==> config.mk <==
export PLATFORM = sky130hd
export DESIGN_NAME = wide_mul
export DESIGN_NICKNAME = d
export VERILOG_FILES = /design/src/rtl/wmul_pkg.sv /design/src/rtl/wm_seq.sv /design/src/rtl/wm_narrow_mul.sv /design/src/rtl/wm_accum.sv /design/src/rtl/wide_mul.sv
export SDC_FILE = /design/constraint.sdc
export NUM_CORES = 1
export LEC_CHECK = 0
export BUFFER_PORTS_ARGS = -buffer_cell sky130_fd_sc_hd__buf_2
export CORE_AREA = 2 2 209 211
export CTS_CLUSTER_DIAMETER = 50
export DETAILED_ROUTE_END_ITERATION = 10
export DIE_AREA = 0 0 211 213
export PLACE_DENSITY = 0.72
export SYNTH_ARGS = -nofsm -noshare
export SYNTH_HDL_FRONTEND = slang
export SYNTH_SLANG_ARGS = --single-unit
export TNS_END_PERCENT = 100
==> constraint.sdc <==
create_clock -name clk -period 16.85 [get_ports clk]
set_input_delay 0.8425 -clock clk [delete_from_list [all_inputs] [get_ports clk]]
set_output_delay 0.8425 -clock clk [all_outputs]
set_load 0.005 [all_outputs]
==> src/rtl/wmul_pkg.sv <==
package wmul_pkg;
  typedef enum logic [1:0] {
    ST_IDLE = 2'd0,
    ST_RUN  = 2'd1,
    ST_LAST = 2'd2
  } wm_state_e;

  localparam int STEPS   = 4;
  localparam int STEP_W  = $clog2(STEPS);
  // cycles from accepting edge to the edge that raises done
  localparam int LATENCY = STEPS + 1;
endpackage

==> src/rtl/wm_seq.sv <==
module wm_seq
  import wmul_pkg::*;
(
  input  logic              clk,
  input  logic              rst,
  input  logic              accept_i,
  output logic              busy_o,
  output logic              done_o,
  output logic              mul_en_o,
  output logic [STEP_W-1:0] step_o
);
  wm_state_e         state_q;
  logic [STEP_W-1:0] cnt_q;

  always_ff @(posedge clk) begin
    if (rst) begin
      state_q <= ST_IDLE;
      cnt_q   <= '0;
      busy_o  <= 1'b0;
      done_o  <= 1'b0;
    end else begin
      done_o <= 1'b0;
      case (state_q)
        ST_IDLE: begin
          if (accept_i) begin
            state_q <= ST_RUN;
            cnt_q   <= '0;
            busy_o  <= 1'b1;
          end
        end
        ST_RUN: begin
          cnt_q <= cnt_q + 1'b1;
          if (cnt_q == STEP_W'(STEPS - 1)) state_q <= ST_LAST;
        end
        ST_LAST: begin
          state_q <= ST_IDLE;
          busy_o  <= 1'b0;
          done_o  <= 1'b1;
        end
        default: state_q <= ST_IDLE;
      endcase
    end
  end

  assign mul_en_o = (state_q == ST_RUN);
  assign step_o   = cnt_q;


  done_pulse_chk: assert property (@(posedge clk) disable iff (rst)
    done_o |=> !done_o);

  busy_done_chk: assert property (@(posedge clk) disable iff (rst)
    done_o |-> !busy_o);
endmodule

==> src/rtl/wm_narrow_mul.sv <==
module wm_narrow_mul #(
  parameter int HALF_W = 16
) (
  input  logic                clk,
  input  logic                rst,
  input  logic                en_i,
  input  logic [HALF_W-1:0]   a_i,
  input  logic [HALF_W-1:0]   b_i,
  input  logic [1:0]          sh_i,
  output logic [2*HALF_W-1:0] p_o,
  output logic [1:0]          sh_o,
  output logic                vld_o
);
  always_ff @(posedge clk) begin
    if (rst) begin
      vld_o <= 1'b0;
      sh_o  <= 2'd0;
      p_o   <= '0;
    end else begin
      vld_o <= en_i;
      if (en_i) begin
        p_o  <= a_i * b_i;
        sh_o <= sh_i;
      end
    end
  end
endmodule

==> src/rtl/wm_accum.sv <==
module wm_accum #(
  parameter int HALF_W = 16
) (
  input  logic                clk,
  input  logic                rst,
  input  logic                clr_i,
  input  logic                add_i,
  input  logic [2*HALF_W-1:0] pp_i,
  input  logic [1:0]          sh_i,
  output logic [4*HALF_W-1:0] acc_o
);
  localparam int PW = 4 * HALF_W;

  logic [PW-1:0] ext;
  logic [PW-1:0] shifted;
  logic [PW:0]   sum;

  assign ext = {{(2*HALF_W){1'b0}}, pp_i};

  always_comb begin
    case (sh_i)
      2'd0:    shifted = ext;
      2'd1:    shifted = ext << HALF_W;
      default: shifted = ext << (2 * HALF_W);
    endcase
  end

  assign sum = {1'b0, acc_o} + {1'b0, shifted};

  always_ff @(posedge clk) begin
    if (rst)        acc_o <= '0;
    else if (clr_i) acc_o <= '0;
    else if (add_i) acc_o <= sum[PW-1:0];
  end


  no_overflow_chk: assert property (@(posedge clk) disable iff (rst)
    add_i |-> !sum[PW]);
endmodule

==> src/rtl/wide_mul.sv <==
module wide_mul
  import wmul_pkg::*;
#(
  parameter int HALF_W = 16
) (
  input  logic                clk,
  input  logic                rst,
  input  logic                start_i,
  input  logic [2*HALF_W-1:0] a_i,
  input  logic [2*HALF_W-1:0] b_i,
  output logic                busy_o,
  output logic                done_o,
  output logic [4*HALF_W-1:0] result_o
);
  localparam int OW = 2 * HALF_W;

  logic              accept;
  logic [OW-1:0]     a_q, b_q;
  logic              mul_en;
  logic [STEP_W-1:0] step;
  logic [HALF_W-1:0] a_half, b_half;
  logic [1:0]        sh;
  logic [OW-1:0]     pp;
  logic [1:0]        pp_sh;
  logic              pp_vld;

  assign accept = start_i & ~busy_o;

  always_ff @(posedge clk) begin
    if (rst) begin
      a_q <= '0;
      b_q <= '0;
    end else if (accept) begin
      a_q <= a_i;
      b_q <= b_i;
    end
  end

  // step bit 1 picks the upper half of a, bit 0 the upper half of b
  assign a_half = step[1] ? a_q[OW-1:HALF_W] : a_q[HALF_W-1:0];
  assign b_half = step[0] ? b_q[OW-1:HALF_W] : b_q[HALF_W-1:0];
  assign sh     = {step[1] & step[0], step[1] ^ step[0]};

  wm_seq u_seq (
    .clk      (clk),
    .rst      (rst),
    .accept_i (accept),
    .busy_o   (busy_o),
    .done_o   (done_o),
    .mul_en_o (mul_en),
    .step_o   (step)
  );

  wm_narrow_mul #(.HALF_W(HALF_W)) u_mul (
    .clk   (clk),
    .rst   (rst),
    .en_i  (mul_en),
    .a_i   (a_half),
    .b_i   (b_half),
    .sh_i  (sh),
    .p_o   (pp),
    .sh_o  (pp_sh),
    .vld_o (pp_vld)
  );

  wm_accum #(.HALF_W(HALF_W)) u_acc (
    .clk   (clk),
    .rst   (rst),
    .clr_i (accept),
    .add_i (pp_vld),
    .pp_i  (pp),
    .sh_i  (pp_sh),
    .acc_o (result_o)
  );

  // latency watch for the assertion below
  logic [3:0] lat_q;
  always_ff @(posedge clk) begin
    if (rst)         lat_q <= '0;
    else if (accept) lat_q <= 4'd1;
    else if (busy_o) lat_q <= lat_q + 4'd1;
  end


  latency_chk: assert property (@(posedge clk) disable iff (rst)
    done_o |-> (lat_q == 4'(LATENCY + 1)));

  ignore_start_chk: assert property (@(posedge clk) disable iff (rst)
    (busy_o && start_i) |=> ($stable(a_q) && $stable(b_q)));

  hold_result_chk: assert property (@(posedge clk) disable iff (rst)
    (!busy_o && !start_i) |=> $stable(result_o));
endmodule

==> reports/qor.yml, run 1 <==
status: "finished clean"
peakVddDrop_mv: 0.0516
dp.cells: 2886
n_antenna_cell: 0
period_share: 0.462
start_util: 0.434
clock_path_buffers: 2
relSlewSlack: 0.149
combPwrFrac: 0.238
area_growth_pct: 9.54
dieArea_sq_mm: 0.0449
crit_top_cell: "fa_1"
post_cts_buffers: 0
cts_tree: "yes"
ys_types: 66
fin_nets: 2789
finalInstanceArea_sq_mm: 0.0203
syn-num-nets: 2716
cts.sinks: 169
htree_levels: 4
rsz0062_at_grt: "no"
finalHoldViolCount: 0
crit_type: "flip-flop to flip-flop"
min_path_type: "flip-flop to flip-flop"
leakage_nw: 9.47
synth_flop_cell: "dfxtp_1"
postCtsHoldBufs: 0
first_pass_iters: 5
place_area_sq_mm: 0.0197
io_pins: 133
cp_slowest_stage_delay_ns: 0.78
cts_resized: 0
swShare: 0.338
clock.fmax_mhz: 128
grt_max_degree: 105
clk_latency_ns: 0.47
critical-path-top-delay-family: "adder cells"
grt-ovfl-total: 0
synth_edf_count: 0
layout-drive-gt1-share: 0.104
yosysWarnings: 0
netlist_area_sq_mm: 0.0185
yosysSeqAreaShare: 0.183
ant_nets: 0
sequentialPowerShare: 0.387
wire_per_inst_microns: 19.1
path_buf_inv: 6
critPathSlowestCell: "dfxtp_1"
groute.usage.overall: 0.254
coreArea_sq_mm: 0.0427
ys_seq_elements: 169
grt_antenna_before_repair: 0
critPathArrivalTime_ns: 8.13
die_x_microns: 211
power_density_mw_per_mm2: 55.1
numPortBuffers: 132
die_h_microns: 213
worst_pin_slew_ns: 1.24
synth_area_per_cell_sq_um: 8.11
syn_inst: 2286
p_sw_mw: 0.378
cts_root_buffer: "clkbuf_16"
rows: 76
startpoint_type: "flip-flop"
grt_pass1_vias: 16000
detailed_place_hpwl_microns: 44800
cp_max_fo: 17
via_per_inst: 5.50
drc_errors: 0
grt_pass1_wl_microns: 88100
setup_tns_ns: 0
required_ns: 17.20
p_int_mw: 0.741
finalPower_mw: 1.12
drtIter0Drc: 1124
via_count: 16100
setup_viol: 0
pwr-share-clk: 0.375
synthArstFlopShare: 0
max-cap-violations: 0
drv_slew: 0
gp_congestion: 1.01
skew_ns: 0.0225
min_period_ns: 7.79
numCtsBuffers: 17
final_cells: 2918
endpoint_kind: "flip-flop"
routed_wirelength_microns: 55600
clk_pin_slew_worst_paths_ns: 0.08
## cell usage after synthesis (11+ instances only)
library cell / n / share of area
o21bai_1: 16 / 0.0065
and2_1: 38 / 0.013
nand4_1: 24 / 0.0081
xor2_1: 27 / 0.013
ha_1: 168 / 0.11
mux2_2: 29 / 0.018
nand2_1: 399 / 0.081
o21ai_0: 75 / 0.020
dfxtp_1: 169 / 0.18
nor3_1: 13 / 0.0035
a21o_1: 44 / 0.018
a21oi_1: 194 / 0.052
xnor2_1: 58 / 0.027
nand2b_1: 13 / 0.0044
mux2i_1: 86 / 0.046
inv_1: 239 / 0.048
fa_1: 195 / 0.21
a22o_1: 11 / 0.0052
nor2_1: 237 / 0.048
buf_1: 11 / 0.0022
nand3_1: 15 / 0.0040
clkbuf_1: 91 / 0.018
or2_2: 11 / 0.0037
## stage by stage
stage          setup WS (ns)  hold slack [ns]   util
5_1_grt                 8.68            0.479  0.476
3_3_place_gp            9.25            0.447  0.461
2_1_floorplan           9.51            0.422      -
3_5_place_dp            9.11            0.448  0.461
6_report                9.06            0.462  0.476
4_1_cts                 9.12            0.461  0.476
## tightest hold or removal path: cells and delay by family, from the launching register on
kind	cells	cell delay [ns]
DFF	1	0.32
and+or+nand+nor	1	0.05
AOI/OAI and AO/OA	1	0.05
## registers in the layout (all words and copies together) (netlist names)
| signal | flops |
|---|---|
| u_seq.step_o | 2 |
| u_mul.sh_o | 2 |
| b_q | 32 |
| a_q | 32 |
| u_seq.done_o | 1 |
| u_seq.busy_o | 1 |
| u_acc.acc_o | 64 |
| u_mul.p_o | 32 |
| u_seq.state_q | 2 |
| u_mul.vld_o | 1 |
## worst paths after layout
| check | startpoint | endpoint | slack (ns) | cells after the start |
|---|---|---|---|---|
| worst max-delay path | u_seq.step_o[0]$_SDFFE_PP0P_ | u_mul.p_o[29]$_SDFFE_PP0P_ | 9.06 | 25 |
| worst min-delay path | b_q[25]$_SDFFE_PP0P_ | b_q[25]$_SDFFE_PP0P_ | 0.46 | 2 |
| worst max register to register | u_seq.step_o[0]$_SDFFE_PP0P_ | u_mul.p_o[29]$_SDFFE_PP0P_ | 9.06 | 25 |
| worst min register to register | b_q[25]$_SDFFE_PP0P_ | b_q[25]$_SDFFE_PP0P_ | 0.46 | 2 |
## metal layers
| layer | vias to the layer above | share of wire | global-route usage |
|---|---|---|---|
| met5 | - | 0 | 0 |
| met4 | 0 | 0.029 | 0.0814 |
| met3 | 79 | 0.055 | 0.0344 |
| met2 | 511 | 0.47 | 0.435 |
| met1 | 7810 | 0.44 | 0.332 |
| li1 | 7650 | - | - |
## cell families after synthesis
group | Yosys count | synth area share
muxes | 116 | 0.0647
DFF | 169 | 0.183
and+or+nand+nor | 790 | 0.180
AOI/OAI and AO/OA | 420 | 0.139
xor gates and xnor gates | 85 | 0.0402
buffers and inverters | 343 | 0.0696
adders and majority gates | 363 | 0.324
## area by class of cell
cell class / count / area, sq um
well taps: 546 / 683
repair buffers: 158 / 858
multi-input cells: 1774 / 13900
fillers: 4192 / 22400
clock buffers: 20 / 467
inverters: 239 / 897
flip-flops and latches: 169 / 3380
clock inverters: 12 / 139
## cells in the final DEF (no fill, tap or decap), types with 44 or more instances in the layout
master	instances
a21o_1	44
fa_1	195
mux2i_1	86
ha_1	168
dfxtp_1	168
buf_2	131
nor2_1	236
inv_1	239
o21ai_0	75
a21oi_1	194
nand2_1	399
xnor2_1	58
## power by group through the flow
stage / clock network (mW) / registers [mW] / logic [mW]
2_1_floorplan: 0 / 0.432 / 0.186
3_3_place_gp: 0 / 0.441 / 0.260
3_5_place_dp: 0 / 0.442 / 0.265
4_1_cts: 0.423 / 0.433 / 0.266
5_1_grt: 0.441 / 0.435 / 0.297
6_report: 0.419 / 0.433 / 0.266
Power figures use the tool's default switching activity.
==> run 2: changes to the inputs <==
--- a/config.mk
+++ b/config.mk
@@ -10,7 +10,7 @@
 export CTS_CLUSTER_DIAMETER = 50
 export DETAILED_ROUTE_END_ITERATION = 10
 export DIE_AREA = 0 0 211 213
-export PLACE_DENSITY = 0.72
+export PLACE_DENSITY = 0.74
 export SYNTH_ARGS = -nofsm -noshare
 export SYNTH_HDL_FRONTEND = slang
 export SYNTH_SLANG_ARGS = --single-unit
==> constraint.sdc (replaced) <==
create_clock -name clk -period 6.5 [get_ports clk]
set_input_delay 0.325 -clock clk [delete_from_list [all_inputs] [get_ports clk]]
set_output_delay 0.325 -clock clk [all_outputs]
set_load 0.005 [all_outputs]
==> reports/qor.yml, run 2 (synthesis results as in run 1) <==
multiInputGateArea_sq_mm: 0.0143
cp_slowest_stage_delay_ns: 0.55
numPortBuffers: 132
regMostFlops: "u_acc.acc_o"
n_antenna_cell: 0
swShare: 0.335
area_growth_pct: 17.9
place_area_sq_mm: 0.0207
leakage_nw: 10.3
min_period_ns: 6.60
sequentialPowerShare: 0.376
clock.fmax_mhz: 152
largest_reg_flops: 64
critical-path-top-delay-family: "adder cells"
first_pass_iters: 7
endpoint_kind: "flip-flop"
finalPower_mw: 3.01
min_to: "a_q[9]$_SDFFE_PP0P_"
crit_top_cell: "fa_1"
required_ns: 6.86
p_sw_mw: 1.01
whs_path_depth: 3
final_core_util: 0.512
violations: "setup timing"
startpoint_type: "flip-flop"
dieArea_sq_mm: 0.0449
grt_pass1_vias: 17000
groute.usage.overall: 0.266
setup_tns_ns: -0.417
path_depth: 25
final_cells: 3064
layout_setup_ws_ns: -0.0961
max-cap-violations: 0
grt_pass1_wl_microns: 92600
rsz0062_at_grt: "yes"
coreArea_sq_mm: 0.0427
htree_levels: 4
cp_max_fo: 6
grt-ovfl-total: 0
r2r_slack_ns: -0.1
peakVddDrop_mv: 0.183
crit_type: "flip-flop to flip-flop"
die_x_microns: 211
mostFrequentLayoutCell: "nand2_1"
cts.sinks: 169
min_path_type: "input port to flip-flop"
fillers: 4017
min_from: "a_i[9]"
holdWs_ns: 0.0864
clock_path_buffers: 2
cts_tree: "yes"
numCtsBuffers: 17
r2r_end: "u_mul.p_o[31]$_SDFFE_PP0P_"
via_per_inst: 5.47
skew_ns: 0.00998
critPathSlowestCell: "fa_1"
ant_nets: 0
drtIter0Drc: 1144
detailed_place_hpwl_microns: 47800
relSlewSlack: 0.255
dp.cells: 3005
start_util: 0.434
critPathArrivalTime_ns: 6.95
fin_nets: 2935
die_h_microns: 213
worst_pin_slew_ns: 1.12
wire_per_inst_microns: 19.2
seq_area_sq_mm: 0.00339
power_density_mw_per_mm2: 138
drc_errors: 0
path_buf_inv: 5
preCtsSetupSlack_ns: -0.260
grt_max_degree: 105
combPwrFrac: 0.275
routed_wirelength_microns: 58700
io_pins: 133
clk_latency_ns: 0.47
finalInstanceArea_sq_mm: 0.0219
postCtsHoldBufs: 0
layout_common_cells: "398 x nand2_1, 233 x nor2_1, 233 x inv_1, 188 x a21oi_1, 188 x fa_1"
pwr-share-clk: 0.348
ff2ff_path_depth: 25
drv_slew: 0
period_share: 1.01
r2r-start: "u_seq.step_o[1]$_SDFFE_PP0P_"
rows: 76
grt_antenna_before_repair: 0
cts_root_buffer: "clkbuf_16"
setup_viol: 5
gp_congestion: 1.02
status: "finished with violations"
clk_pin_slew_worst_paths_ns: 0.07
via_count: 16800
finalHoldViolCount: 0
p_int_mw: 2.00
layout-drive-gt1-share: 0.177
==> run 2: cell count changes in the layout (fill, tap and decap cells not counted), sizes merged <==
cell,before,now
buf,158,304
clkbuf,20,19
clkinv,4,5
clkinvlp,3,2
inv,242,243
==> run 2: power groups by stage <==
stage,combinational [mW],clock (mW),sequential (mW)
after floorplan,0.497,0,1.12
after global placement,0.764,0,1.15
after detailed placement,0.778,0,1.15
after CTS,0.802,1.06,1.13
after global routing,0.914,1.10,1.13
final,0.828,1.05,1.13
==> run 2: worst min-delay path, stage by stage <==
cell     delay, ns
buf_2         0.09
nand2_1       0.04
a21oi_1       0.05
==> run 2: worst max-delay path by stage <==
| stage | startpoint | slack [ns] | endpoint |
|---|---|---|---|
| after detailed placement | u_seq.step_o[1]$_SDFFE_PP0P_ | -0.26 | u_mul.p_o[31]$_SDFFE_PP0P_ |
| final | u_seq.step_o[1]$_SDFFE_PP0P_ | -0.1 | u_mul.p_o[31]$_SDFFE_PP0P_ |
| after CTS | u_seq.step_o[1]$_SDFFE_PP0P_ | -0.05 | u_mul.p_o[31]$_SDFFE_PP0P_ |
| after global placement | u_seq.step_o[1]$_SDFFE_PP0P_ | -0.17 | u_mul.p_o[30]$_SDFFE_PP0P_ |
| after global routing | u_seq.step_o[1]$_SDFFE_PP0P_ | -0.27 | u_mul.p_o[31]$_SDFFE_PP0P_ |
| after floorplan | u_seq.step_o[1]$_SDFFE_PP0P_ | 0.002 | u_mul.p_o[31]$_SDFFE_PP0P_ |
==> run 2: final cells by class <==
cell class                      count  share of cell area
Clock inverter                     13             0.00647
Multi-Input combinational cell   1774               0.652
Inverter                          239              0.0410
Tap cell                          546              0.0313
Clock buffer                       19              0.0203
Timing Repair Buffer              304              0.0935
Sequential cell                   169               0.155
==> run 2: metal layers <==
| layer | up-vias | track usage | part of all wire |
|---|---|---|---|
| met4 | 0 | 0.113 | 0.043 |
| met5 | - | 0 | 0 |
| li1 | 7958 | - | - |
| met2 | 529 | 0.459 | 0.48 |
| met1 | 8158 | 0.336 | 0.42 |
| met3 | 125 | 0.0334 | 0.051 |
==> run 2: what timing repair did <==
item | in CTS | in global routing
pin swaps | 13 | 40
buffers inserted | 8 | 19
cloned | 2 | 0
gates resized for setup | 34 | 44
setup endpoints to repair | 9 | 15
